$ cat config.mk
export PLATFORM = sky130hd
export DESIGN_NAME = ctab_seq
export DESIGN_NICKNAME = d
export VERILOG_FILES = /design/src/rtl/ctab_pkg.sv /design/src/rtl/ctab_fsm.sv /design/src/rtl/ctab_shadow.sv /design/src/rtl/ctab_path.sv /design/src/rtl/ctab_seq.sv
export SDC_FILE = /design/constraint.sdc
export NUM_CORES = 1
export LEC_CHECK = 0
export ABC_AREA = 1
export BUFFER_PORTS_ARGS = -buffer_cell sky130_fd_sc_hd__buf_2
export CAP_MARGIN = 20
export CORE_ASPECT_RATIO = 0.7
export CORE_MARGIN = 3
export CORE_UTILIZATION = 49
export DETAILED_ROUTE_END_ITERATION = 8
export PLACE_DENSITY = 0.85
export SETUP_SLACK_MARGIN = 0.5
export SYNTH_ARGS = -nofsm -noshare
export SYNTH_HDL_FRONTEND = slang
export SYNTH_SLANG_ARGS = --single-unit
$ cat constraint.sdc
create_clock -name clk -period 2.4 [get_ports clk]
set_clock_uncertainty 0.1 [all_clocks]
set_input_delay 0.48 -clock clk [delete_from_list [all_inputs] [get_ports clk]]
set_output_delay 0.48 -clock clk [all_outputs]
set_load 0.03 [all_outputs]
$ cat src/rtl/ctab_pkg.sv
package ctab_pkg;
  typedef enum logic [1:0] {
    ST_IDLE = 2'd0,
    ST_MEM  = 2'd1,
    ST_FIN  = 2'd2
  } seq_state_t;

  localparam logic [9:0]  CALL_PREFIX = 10'b0000001000;
  localparam logic [15:0] RET_WORD    = 16'h07E0;
endpackage

$ cat src/rtl/ctab_fsm.sv
module ctab_fsm
  import ctab_pkg::*;
(
  input  logic clk,
  input  logic rst_n,
  input  logic start_call,
  input  logic start_ret,
  input  logic rd_ready,
  output logic idle,
  output logic rd_req,
  output logic fin,
  output logic ret_q
);
  seq_state_t state_q, state_d;
  logic       ret_d;

  always_comb begin
    state_d = state_q;
    ret_d   = ret_q;
    case (state_q)
      ST_IDLE: begin
        if (start_call) begin
          state_d = ST_MEM;
          ret_d   = 1'b0;
        end else if (start_ret) begin
          state_d = ST_FIN;
          ret_d   = 1'b1;
        end
      end
      ST_MEM:  if (rd_ready) state_d = ST_FIN;
      ST_FIN:  state_d = ST_IDLE;
      default: state_d = ST_IDLE;
    endcase
  end

  always_ff @(posedge clk or negedge rst_n) begin
    if (!rst_n) begin
      state_q <= ST_IDLE;
      ret_q   <= 1'b0;
    end else begin
      state_q <= state_d;
      ret_q   <= ret_d;
    end
  end

  assign idle   = (state_q == ST_IDLE);
  assign rd_req = (state_q == ST_MEM);
  assign fin    = (state_q == ST_FIN);


  done_pulse_chk: assert property (@(posedge clk) disable iff (!rst_n)
    fin |=> !fin);


  rd_hold_chk: assert property (@(posedge clk) disable iff (!rst_n)
    (rd_req && !rd_ready) |=> rd_req);
endmodule

$ cat src/rtl/ctab_shadow.sv
module ctab_shadow #(
  parameter int AW    = 32,
  parameter int PSW_W = 32
) (
  input  logic             clk,
  input  logic             rst_n,
  input  logic             cap_en,
  input  logic [AW-1:0]    pc_in,
  input  logic [PSW_W-1:0] psw_in,
  output logic [AW-1:0]    sh_pc,
  output logic [PSW_W-1:0] sh_psw
);
  localparam logic [AW-1:0] PC_STEP = AW'(2);

  logic [AW-1:0]    sh_pc_d;
  logic [PSW_W-1:0] sh_psw_d;

  always_comb begin
    sh_pc_d  = sh_pc;
    sh_psw_d = sh_psw;
    if (cap_en) begin
      sh_pc_d  = pc_in + PC_STEP;
      sh_psw_d = psw_in;
    end
  end

  always_ff @(posedge clk or negedge rst_n) begin
    if (!rst_n) begin
      sh_pc  <= '0;
      sh_psw <= '0;
    end else begin
      sh_pc  <= sh_pc_d;
      sh_psw <= sh_psw_d;
    end
  end


  shadow_keep_chk: assert property (@(posedge clk) disable iff (!rst_n)
    !cap_en |=> ($stable(sh_pc) && $stable(sh_psw)));
endmodule

$ cat src/rtl/ctab_path.sv
module ctab_path #(
  parameter int AW    = 32,
  parameter int PSW_W = 32,
  parameter int IDX_W = 6,
  parameter int HW    = 16
) (
  input  logic             clk,
  input  logic             rst_n,
  input  logic             call_acc,
  input  logic             ret_acc,
  input  logic             rd_req,
  input  logic             rd_take,
  input  logic [AW-1:0]    base_in,
  input  logic [IDX_W-1:0] idx_in,
  input  logic [HW-1:0]    rd_data,
  input  logic [AW-1:0]    sh_pc,
  input  logic [PSW_W-1:0] sh_psw,
  output logic [AW-1:0]    rd_addr,
  output logic [AW-1:0]    tgt_pc,
  output logic [PSW_W-1:0] tgt_psw
);
  localparam int IDX_PAD = AW - IDX_W - 1;
  localparam int HW_PAD  = AW - HW;

  logic [AW-1:0]    base_q, base_d;
  logic [IDX_W-1:0] idx_q, idx_d;
  logic [AW-1:0]    tgt_pc_d;
  logic [PSW_W-1:0] tgt_psw_d;
  logic [AW-1:0]    idx_off, data_ext;

  assign idx_off  = {{IDX_PAD{1'b0}}, idx_q, 1'b0};
  assign data_ext = {{HW_PAD{1'b0}}, rd_data};
  assign rd_addr  = base_q + idx_off;

  always_comb begin
    base_d    = base_q;
    idx_d     = idx_q;
    tgt_pc_d  = tgt_pc;
    tgt_psw_d = tgt_psw;
    if (call_acc) begin
      base_d = base_in;
      idx_d  = idx_in;
    end
    if (rd_take) begin
      tgt_pc_d = base_q + data_ext;
    end else if (ret_acc) begin
      tgt_pc_d  = sh_pc;
      tgt_psw_d = sh_psw;
    end
  end

  always_ff @(posedge clk or negedge rst_n) begin
    if (!rst_n) begin
      base_q  <= '0;
      idx_q   <= '0;
      tgt_pc  <= '0;
      tgt_psw <= '0;
    end else begin
      base_q  <= base_d;
      idx_q   <= idx_d;
      tgt_pc  <= tgt_pc_d;
      tgt_psw <= tgt_psw_d;
    end
  end


  addr_stable_chk: assert property (@(posedge clk) disable iff (!rst_n)
    (rd_req && !rd_take) |=> $stable(rd_addr));
endmodule

$ cat src/rtl/ctab_seq.sv
module ctab_seq
  import ctab_pkg::*;
#(
  parameter int AW    = 32,
  parameter int PSW_W = 32,
  parameter int IDX_W = 6,
  parameter int HW    = 16
) (
  input  logic             clk,
  input  logic             rst_n,
  input  logic             req_valid,
  input  logic [15:0]      req_instr,
  output logic             req_ready,
  input  logic [AW-1:0]    tbl_base,
  input  logic [AW-1:0]    cur_pc,
  input  logic [PSW_W-1:0] cur_psw,
  output logic             mem_rd_req,
  output logic [AW-1:0]    mem_rd_addr,
  input  logic             mem_rd_ready,
  input  logic [HW-1:0]    mem_rd_data,
  output logic             done,
  output logic [AW-1:0]    new_pc,
  output logic [PSW_W-1:0] new_psw,
  output logic             psw_load
);
  logic             accept, is_call, is_ret, call_acc, ret_acc, rd_take;
  logic             idle, fin, ret_q;
  logic [AW-1:0]    sh_pc;
  logic [PSW_W-1:0] sh_psw;

  assign is_call  = (req_instr[15:6] == CALL_PREFIX);
  assign is_ret   = (req_instr == RET_WORD);
  assign accept   = req_valid && idle;
  assign call_acc = accept && is_call;
  assign ret_acc  = accept && is_ret;
  assign rd_take  = mem_rd_req && mem_rd_ready;

  ctab_fsm u_fsm (
    .clk        (clk),
    .rst_n      (rst_n),
    .start_call (call_acc),
    .start_ret  (ret_acc),
    .rd_ready   (mem_rd_ready),
    .idle       (idle),
    .rd_req     (mem_rd_req),
    .fin        (fin),
    .ret_q      (ret_q)
  );

  ctab_shadow #(.AW(AW), .PSW_W(PSW_W)) u_shadow (
    .clk    (clk),
    .rst_n  (rst_n),
    .cap_en (call_acc),
    .pc_in  (cur_pc),
    .psw_in (cur_psw),
    .sh_pc  (sh_pc),
    .sh_psw (sh_psw)
  );

  ctab_path #(.AW(AW), .PSW_W(PSW_W), .IDX_W(IDX_W), .HW(HW)) u_path (
    .clk      (clk),
    .rst_n    (rst_n),
    .call_acc (call_acc),
    .ret_acc  (ret_acc),
    .rd_req   (mem_rd_req),
    .rd_take  (rd_take),
    .base_in  (tbl_base),
    .idx_in   (req_instr[IDX_W-1:0]),
    .rd_data  (mem_rd_data),
    .sh_pc    (sh_pc),
    .sh_psw   (sh_psw),
    .rd_addr  (mem_rd_addr),
    .tgt_pc   (new_pc),
    .tgt_psw  (new_psw)
  );

  assign req_ready = idle;
  assign done      = fin;
  assign psw_load  = fin && ret_q;


  call_addr_chk: assert property (@(posedge clk) disable iff (!rst_n)
    (req_valid && req_ready && is_call) |=>
      (mem_rd_req && mem_rd_addr ==
        $past(tbl_base) + {{(AW-IDX_W-1){1'b0}}, $past(req_instr[IDX_W-1:0]), 1'b0}));


  take_done_chk: assert property (@(posedge clk) disable iff (!rst_n)
    (mem_rd_req && mem_rd_ready) |=> (done && !psw_load));


  ret_chk: assert property (@(posedge clk) disable iff (!rst_n)
    (req_valid && req_ready && is_ret) |=>
      (done && psw_load && new_pc == $past(sh_pc) && new_psw == $past(sh_psw)));


  ignore_chk: assert property (@(posedge clk) disable iff (!rst_n)
    (req_valid && req_ready && !is_call && !is_ret) |=> (!done && !mem_rd_req));


  busy_chk: assert property (@(posedge clk) disable iff (!rst_n)
    (mem_rd_req || done) |-> !req_ready);
endmodule

==> qor.yml, run 1 <==
drt:
  finalWirelength_um: 35890
  drcViolationCount: 0
  drt_iter0_markers: 1163
  vias: 10670
  ant_nets: 0
  viasPerCell: 5.355
  drt_pass1_iterations: 7
  wl_per_cell_um: 18.01
timing:
  hold_viol_final: 0
  timing.hold.ws_ps: 169.1
  period_share: 1.281
  finalMaxSlewViolations: 0
  maxSlewHeadroom: 0.6130
  fmax_mhz: 325.4
  setup_viol: 29
  worst_slack_ps: -673.3
  period_needed_ps: 3073
  rsz0062_at_grt: "yes"
  worst_slew_pin_slew_ps: 576.1
placed_design:
  dpl-instance-area_mm2: 0.01224
  post-place-ws_ps: -262.2
  place.gp.congestion: 0.9546
  place_hpwl_um: 24810
  port_buffers: 231
floorplan:
  core_area_mm2: 0.01929
  die_area_mm2: 0.02178
  start_util: 0.5086
  die_height_um: 124.4
  ios: 232
  die_x_um: 175.1
  rows: 42
synth:
  syn-num-nets: 1547
  ys_seq_elements: 169
  synth-seq-area-share: 0.4311
  async_flop_share: 1.000
  syn_inst: 1390
  synth.distinct_cells: 36
  synth_edf_count: 0
  netlist_area_mm2: 0.009809
  synth_ff_type: "dfrtp_1"
  avgSynthCellArea_um2: 7.057
  yosys_warnings: 0
layout:
  drive_gt1_frac: 0.3447
  seq_area_mm2: 0.004239
  antennaDiodeCount: 0
  fin_util: 0.7511
  final_cell_mix: "nand2_1, nor2_1, buf_2"
  fin_area_mm2: 0.01449
  multiInputGateArea_mm2: 0.006302
  nets: 1873
  layout_commonest_cell: "nand2_1"
  synthToLayoutAreaGrowth_pct: 47.68
  n_fill_cell: 1340
grt:
  grt_pass1_wl_um: 53050
  grt_antenna_before_repair: 0
  grt_max_degree: 61
  first_global_vias: 10020
  grt_overflow: 0
  grt_use_total: 0.3078
status:
  violations: "setup timing"
  status: "complete, but fails checks"
clock_network:
  tritoncts: "built"
  path_clk_slew_ps: 80
  cts_max_level: 4
  ctsRootBufferMaster: "clkbuf_16"
  cts.sinks: 169
  clock_path_buffers: 2
  clock_latency_ps: 440
  cts_buffers: 17
hold_path:
  hold_path.class: "input port to register"
  min-delay-start: "tbl_base[9]"
power_and_ir_drop:
  power.density_mw_per_mm2: 480.2
  power_leakage_nw: 7.915
  max-vdd-ir-drop_mv: 0.4951
worst_setup_path:
  worst_path_max_delay_cell: "dfrtp_1"
  path_cells: "ha_4, fa_2, nand3_2, nand2_2, a21oi_4, nor3_4, buf_4, nand3_4, xor2_4, buf_6"
  crit_fanout: 6
  required_ps: 1820
  critical_path.startpoint: "u_path.idx_q[0]"
  critical_path_buf_inv_count: 2
  cp.arrival_ps: 2490
  cpPeakStageDelay_ps: 420
  cp-end-kind: "output pin"
  path_class: "register to output pin"
  ff2ff_setup_slack_ps: 170
  crit_path_start_kind: "register"
  r2r-start: "u_path.base_q[3]"
  cpLargestDelayFamily: "adder cells"
job:
  drv_cap: 0
-- power breakdown --
part	switching [mW]	internal, mW	total, mW
combinational	0.661	0.380	1.04
clock	1.28	1.62	2.90
sequential	0.0782	2.94	3.02
-- cell usage after synthesis (3+ instances only) --
cell / number / area (um^2)
a21boi_0: 3 / 22.52
a21oi_1: 49 / 245.2
and2_1: 4 / 25.02
buf_2: 17 / 85.08
buf_4: 3 / 22.52
buf_6: 7 / 78.83
clkbuf_1: 7 / 26.28
dfrtp_1: 169 / 4229
ha_1: 23 / 287.8
inv_1: 148 / 555.5
nand2_1: 460 / 1727
nand2_2: 4 / 25.02
nand3_1: 76 / 380.4
nand3b_1: 8 / 60.06
nand4_1: 16 / 100.1
nor2_1: 249 / 934.7
nor2_2: 5 / 31.28
nor3_1: 23 / 115.1
nor3_2: 5 / 50.05
nor4_1: 4 / 25.02
o21ai_0: 42 / 210.2
o21ai_1: 5 / 25.02
or2_2: 3 / 18.77
xnor2_1: 8 / 70.07
xor2_1: 36 / 315.3
-- per-layer routing --
metal  wire [um]  up-vias  track usage
li1            -     4954            -
met1       15380     5059       0.4471
met2       16340      594       0.4661
met3        3594       65      0.08105
met4         575        0      0.06423
met5           0        -            0
-- cell families (layout without fill, tap and decap cells) --
logic type,Yosys count,after routing,synth area share
buffers and inverters,186,525,0.07985
and+or+nand+nor,858,858,0.3582
adders and majority gates,25,25,0.03342
xor gates and xnor gates,44,44,0.03929
AOI/OAI and AO/OA,108,108,0.05816
DFF,169,169,0.4311
-- sequential cells by signal (all words and copies together) (netlist names) --
name and flops:
u_fsm.ret_q 1, u_fsm.state_q 2, u_path.base_q 32, u_path.idx_q 6, u_path.tgt_pc 32, u_path.tgt_psw 32
u_shadow.sh_pc 32, u_shadow.sh_psw 32
-- per-stage QoR --
step | TNS, ps | total power [mW] | cells
after floorplan | -227.3 | 3.517 | 1390
after global placement | -1099 | 3.926 | 1919
after detailed placement | -2307 | 3.941 | 1919
after CTS | -13960 | 6.889 | 1972
after global routing | -17260 | 7.188 | 1993
final | -15340 | 6.956 | 1993
-- tightest hold or removal path: cells and delay by family --
family	cells	cell delay, ps
buffers and inverters	1	80
and+or+nand+nor	2	120
-- area by class of cell --
type | count | share of cell area
inverter | 151 | 0.03990
timing repair buffer | 341 | 0.1672
tap | 264 | 0.02280
sequential | 169 | 0.2926
clock buffer | 19 | 0.03127
clock inverter | 13 | 0.01080
timing repair inverter | 1 | 0.0003455
multi-input combinational | 1035 | 0.4350
-- final timing paths --
kind / endpoint / cells after the start
min: u_path.base_q[9] / 3
min in group asynchronous: u_path.base_q[27] / 2
max: mem_rd_addr[29] / 10
max reg2reg: u_path.tgt_pc[23] / 15
min reg2reg: u_path.tgt_psw[11] / 2
max in group asynchronous: u_path.base_q[3] / 3
-- what timing repair did --
| action | CTS | global route |
|---|---|---|
| endpoints found under the hold margin | 24 | 0 |
| cloned | 0 | 3 |
| setup buffers | 20 | 18 |
| pin swaps | 55 | 28 |
| endpoints found under the setup margin | 96 | 133 |
| hold buffers | 1 | 0 |
| gates resized for setup | 212 | 108 |
No activity file was read; power rests on OpenSTA's default activity.
==> run 2: changes to the inputs <==
--- a/config.mk
+++ b/config.mk
@@ -8,9 +8,11 @@
 export ABC_AREA = 1
 export BUFFER_PORTS_ARGS = -buffer_cell sky130_fd_sc_hd__buf_2
 export CAP_MARGIN = 20
+export CELL_PAD_IN_SITES_DETAIL_PLACEMENT = 1
+export CELL_PAD_IN_SITES_GLOBAL_PLACEMENT = 1
 export CORE_ASPECT_RATIO = 0.7
 export CORE_MARGIN = 3
-export CORE_UTILIZATION = 49
+export CORE_UTILIZATION = 35
 export DETAILED_ROUTE_END_ITERATION = 8
 export PLACE_DENSITY = 0.85
 export SETUP_SLACK_MARGIN = 0.5
==> run 2 against run 1 <==
The run still ends with setup timing left. Register-to-register slack got worse by 160 ps. Non-clock buffer count increased by 7. Die area increased by 38%. Largest cell class unchanged. Global-route usage decreased by 2.9 points. Design area increased by 6.0%. Critical path depth decreased by 1. Via count increased by 1.8%. Sequential share of layout area decreased by 1.7 points. Sequential power about the same. Highest routed layer is now met5.
==> qor.yml, run 2 (same netlist as run 1, synthesis figures left out) <==
clock_network:
  path_clk_slew_ps: 80
  clock_path_buffers: 2
  ctsRootBufferMaster: "clkbuf_16"
  cts.sinks: 169
  cts_buffers: 17
  clock_latency_ps: 450
  cts_max_level: 4
  tritoncts: "built"
worst_setup_path:
  crit_fanout: 5
  crit_path_start_kind: "register"
  cp.arrival_ps: 2510
  cp-end-kind: "output pin"
  path_class: "register to output pin"
  required_ps: 1820
job:
  drv_cap: 0
status:
  violations: "setup timing"
  status: "complete, but fails checks"
grt:
  grt_antenna_before_repair: 6
  grt_pass1_wl_um: 64940
  first_global_vias: 11410
  grt_overflow: 0
  grt_use_total: 0.2783
  grt_max_degree: 84
layout:
  multiInputGateArea_mm2: 0.006810
  synthToLayoutAreaGrowth_pct: 56.59
  antennaDiodeCount: 0
  seq_area_mm2: 0.004238
  final_cell_mix: "nand2_1, nor2_1, buf_2"
  layout_commonest_cell: "nand2_1"
  nets: 1880
  n_fill_cell: 3296
  drive_gt1_frac: 0.4067
floorplan:
  start_util: 0.3613
  core_area_mm2: 0.02715
  die_height_um: 146.1
  rows: 50
  die_x_um: 206.1
  ios: 232
  die_area_mm2: 0.03010
timing:
  finalMaxSlewViolations: 0
  setup_viol: 29
  fmax_mhz: 324.1
  maxSlewHeadroom: 0.5192
  tns_ps: -16680
  period_needed_ps: 3085
  worst_slew_pin_slew_ps: 714.6
  rsz0062_at_grt: "yes"
  period_share: 1.285
  worst_slack_ps: -685.0
  hold_viol_final: 0
power_and_ir_drop:
  power_leakage_nw: 8.459
  max-vdd-ir-drop_mv: 0.5311
  power.density_mw_per_mm2: 462.1
drt:
  drt_pass1_iterations: 5
  drcViolationCount: 0
  vias: 10870
  wl_per_cell_um: 21.67
  finalWirelength_um: 45500
  drt_iter0_markers: 586
  viasPerCell: 5.176
  ant_nets: 0
placed_design:
  place.gp.congestion: 0.9155
  post-place-ws_ps: -308.8
  place_hpwl_um: 29770
  port_buffers: 231
hold_path:
  hold_path.class: "input port to register"
==> run 2: layout make-up <==
cell class,count,share of cell area
repair buffers,348,0.1732
repair inverters,1,0.0007331
well taps,364,0.02965
inverters,151,0.03788
flip-flops and latches,169,0.2759
multi-input cells,1035,0.4433
clock buffers,18,0.02859
clock inverters,14,0.01075
==> run 2: what timing repair did <==
action / in CTS / in global routing
buffers inserted: 15 / 21
hold buffers: 1 / 0
gates cloned: 0 / 9
hold endpoints to repair: 35 / 0
pin swaps: 49 / 71
gates resized for setup: 244 / 254
endpoints found under the setup margin: 127 / 165
==> run 2: per-layer routing <==
layer	vias to the layer above	routed length (um)	GRT usage
met2	379	21410	0.4472
li1	4979	-	-
met1	5426	20250	0.3904
met4	12	881	0.05765
met5	-	57	0
met3	73	2896	0.05839
==> run 2: path summary, 6_finish.rpt <==
check | start | end | slack [ps] | cells after the start
min in group asynchronous | rst_n | u_path.tgt_pc[27] | 430 | 2
max in group asynchronous | rst_n | u_path.base_q[12] | 980 | 3
max reg2reg | u_path.base_q[3] | u_path.tgt_pc[22] | 10 | 15
max | u_path.idx_q[0] | mem_rd_addr[31] | -690 | 9
min reg2reg | u_path.tgt_psw[24] | u_path.tgt_psw[24] | 380 | 2
min | cur_psw[19] | u_shadow.sh_psw[19] | 170 | 3
==> run 2: metrics by stage <==
stage / power, mW / cell area, um^2 / cells / util / hold slack, ps
2_1_floorplan: 3.517 / 10390 / 1390 / - / 84.41
3_3_place_gp: 3.953 / 12410 / 2022 / 0.4572 / 321.8
3_5_place_dp: 3.983 / 12410 / 2022 / 0.4572 / 324.0
4_1_cts: 7.034 / 14120 / 2070 / 0.5200 / 146.1
5_1_grt: 7.338 / 15360 / 2100 / 0.5658 / 160.9
6_report: 7.098 / 15360 / 2100 / 0.5658 / 165.9
==> run 2: critical path: stages, from the launching register on <==
cell,delay [ps]
dfrtp_1,420
ha_4,190
fa_2,350
nand3_2,90
nand2_4,70
a21oi_4,300
nor2_4,130
nand4_1,200
xor2_4,160
buf_6,140
==> run 2: where the power goes <==
group	internal [mW]	leakage [nW]	total, mW	switching, mW
combinational	0.391	5.98	1.11	0.715
sequential	2.94	2.18	3.02	0.0860
clock	1.59	0.300	2.97	1.37
==> run 3: changes to the inputs <==
--- a/config.mk
+++ b/config.mk
@@ -6,7 +6,7 @@
 export NUM_CORES = 1
 export LEC_CHECK = 0
 export ABC_AREA = 1
-export BUFFER_PORTS_ARGS = -buffer_cell sky130_fd_sc_hd__buf_2
+export BUFFER_PORTS_ARGS = -buffer_cell sky130_fd_sc_hd__buf_4
 export CAP_MARGIN = 20
 export CELL_PAD_IN_SITES_DETAIL_PLACEMENT = 1
 export CELL_PAD_IN_SITES_GLOBAL_PLACEMENT = 1
==> run 3 against run 2 <==
Total power grew 2.6%. Sequential share of layout area decreased by 0.31 points. Combinational power increased by 13%. Setup slack got worse by 18 ps. The run still ends with setup timing left. Die area did not move. Flip-flop and latch count unchanged. Hold slack lost 2.4 ps. Final cell count rose by 0.19%.
==> qor.yml, run 3 (same netlist as run 1, synthesis figures left out) <==
grt:
  busiest_layer: "met2"
  grt_antenna_before_repair: 1
  grt_use_total: 0.2796
  grt_use_met2: 0.4467
  met1_usage: 0.3850
  grt_overflow: 0
  grt_pass1_wl_um: 65080
  first_global_vias: 11580
  grtUsageMet3: 0.06775
  grt_max_degree: 75
timing:
  timing.hold.ws_ps: 163.4
  fmax_mhz: 322.3
  period_share: 1.293
  hold_viol_final: 0
  worst_slew_pin_slew_ps: 690.7
  finalMaxSlewViolations: 0
  setup_viol: 32
  period_needed_ps: 3103
  maxSlewHeadroom: 0.5360
  worst_slack_ps: -702.8
  rsz0062_at_grt: "yes"
worst_setup_path:
  reg2regPathDepth: 15
  critical_path_buf_inv_count: 6
  cp.arrival_ps: 2520
  ff2ff_setup_slack_ps: -80
  cpLargestDelayFamily: "buffers and inverters"
  path_class: "register to output pin"
  worst_path_max_delay_cell: "dfrtp_1"
  crit_fanout: 2
  path_cells: "ha_4, fa_2, nand3_2, nand2_4, buf_4, buf_6, buf_6, buf_6, buf_6, xor2_4, buf_6"
  cpPeakStageDelay_ps: 430
  crit_path_start_kind: "register"
  reg2reg_to: "u_path.tgt_pc[13]"
  cp-end-kind: "output pin"
  r2r-start: "u_path.base_q[6]"
  required_ps: 1820
  cpMostUsedCell: "buf_6"
floorplan:
  ios: 232
  die_height_um: 146.1
  core_area_mm2: 0.02715
  die_area_mm2: 0.03010
  die_x_um: 206.1
  rows: 50
  start_util: 0.3613
power_and_ir_drop:
  max-vdd-ir-drop_mv: 0.5314
  power.density_mw_per_mm2: 468.8
  total_power_mw: 7.283
  power_leakage_nw: 8.224
layout:
  antennaDiodeCount: 0
  drive_gt1_frac: 0.3805
  final_cell_mix: "nand2_1, buf_4, nor2_1"
  n_fill_cell: 3236
  nets: 1884
  stdcell_count: 2104
  synthToLayoutAreaGrowth_pct: 58.35
  layout_commonest_cell: "nand2_1"
placed_design:
  place_hpwl_um: 30380
  place.gp.congestion: 0.9038
  place_inst: 2025
  port_buffers: 231
drt:
  vias: 10990
  drt_iter0_markers: 704
  finalWirelength_um: 45780
  ant_nets: 0
  wl_per_cell_um: 21.76
  drcViolationCount: 0
  viasPerCell: 5.225
  drt_pass1_iterations: 5
hold_path:
  min-delay-start: "cur_psw[26]"
  min_path_cells: 3
  hold_path.class: "input port to register"
  holdPathEnd: "u_shadow.sh_psw[26]"
status:
  violations: "setup timing"
  status: "complete, but fails checks"
job:
  drv_cap: 0
clock_network:
  cts.sinks: 169
  ctsRootBufferMaster: "clkbuf_16"
  cts_max_level: 4
  tritoncts: "built"
  clock_latency_ps: 450
  path_clk_slew_ps: 70
  clock_path_buffers: 2
  cts_buffers: 17
[run 3: layout make-up]
| cell class | count | area, um^2 | area share |
|---|---|---|---|
| Clock buffer | 19 | 452.9 | 0.02916 |
| Tap cell | 364 | 455.4 | 0.02932 |
| Timing Repair Buffer | 353 | 3073 | 0.1978 |
| Multi-Input combinational cell | 1035 | 6564 | 0.4226 |
| Inverter | 151 | 584.3 | 0.03762 |
| Sequential cell | 169 | 4238 | 0.2728 |
| Clock inverter | 13 | 166.4 | 0.01071 |
[run 3: power by group]
part           switching, mW  total (mW)  internal, mW  leakage (nW)
combinational          0.745        1.25         0.506          5.74
clock                   1.31        3.01          1.71         0.302
sequential            0.0818        3.02          2.94          2.18
total                   2.13        7.28          5.15          8.22
[run 3: worst min-delay path: cells and delay by family]
| kind | cells | cell delay, ps |
|---|---|---|
| AND/OR/NAND/NOR | 2 | 110 |
| buffers and inverters | 1 | 80 |
[run 3: repair_timing]
item | 4_1_cts | 5_1_grt
cloned | 0 | 2
endpoints found under the hold margin | 36 | 0
setup endpoints to repair | 151 | 198
setup buffers | 23 | 21
pin swaps | 77 | 70
hold buffers | 1 | 0
gates resized for setup | 230 | 146
[run 3: routing by layer]
| metal | wire, um | vias up |
|---|---|---|
| li1 | - | 4991 |
| met4 | 899 | 2 |
| met1 | 19960 | 5548 |
| met3 | 2906 | 82 |
| met2 | 22000 | 370 |
| met5 | 13 | - |
[run 3: worst max-delay path by stage]
| stage | depth (start not counted) | to | start |
|---|---|---|---|
| 3_3_place_gp | 9 | mem_rd_addr[29] | u_path.idx_q[0] |
| 6_report | 11 | mem_rd_addr[5] | u_path.idx_q[0] |
| 5_1_grt | 9 | mem_rd_addr[27] | u_path.base_q[1] |
| 3_5_place_dp | 9 | mem_rd_addr[29] | u_path.idx_q[0] |
| 2_1_floorplan | 8 | mem_rd_addr[21] | u_path.base_q[1] |
| 4_1_cts | 9 | mem_rd_addr[27] | u_path.idx_q[0] |
[run 3: through the flow]
step	setup slack, ps	cell area [um^2]	util	setup TNS (ps)
after floorplan	-51.07	10390	-	-227.3
after global placement	-152.8	13000	0.4788	-1158
after detailed placement	-295.5	13000	0.4788	-3191
after CTS	-674.6	14760	0.5435	-15030
after global routing	-784.2	15530	0.5721	-19500
final	-702.8	15530	0.5721	-16860
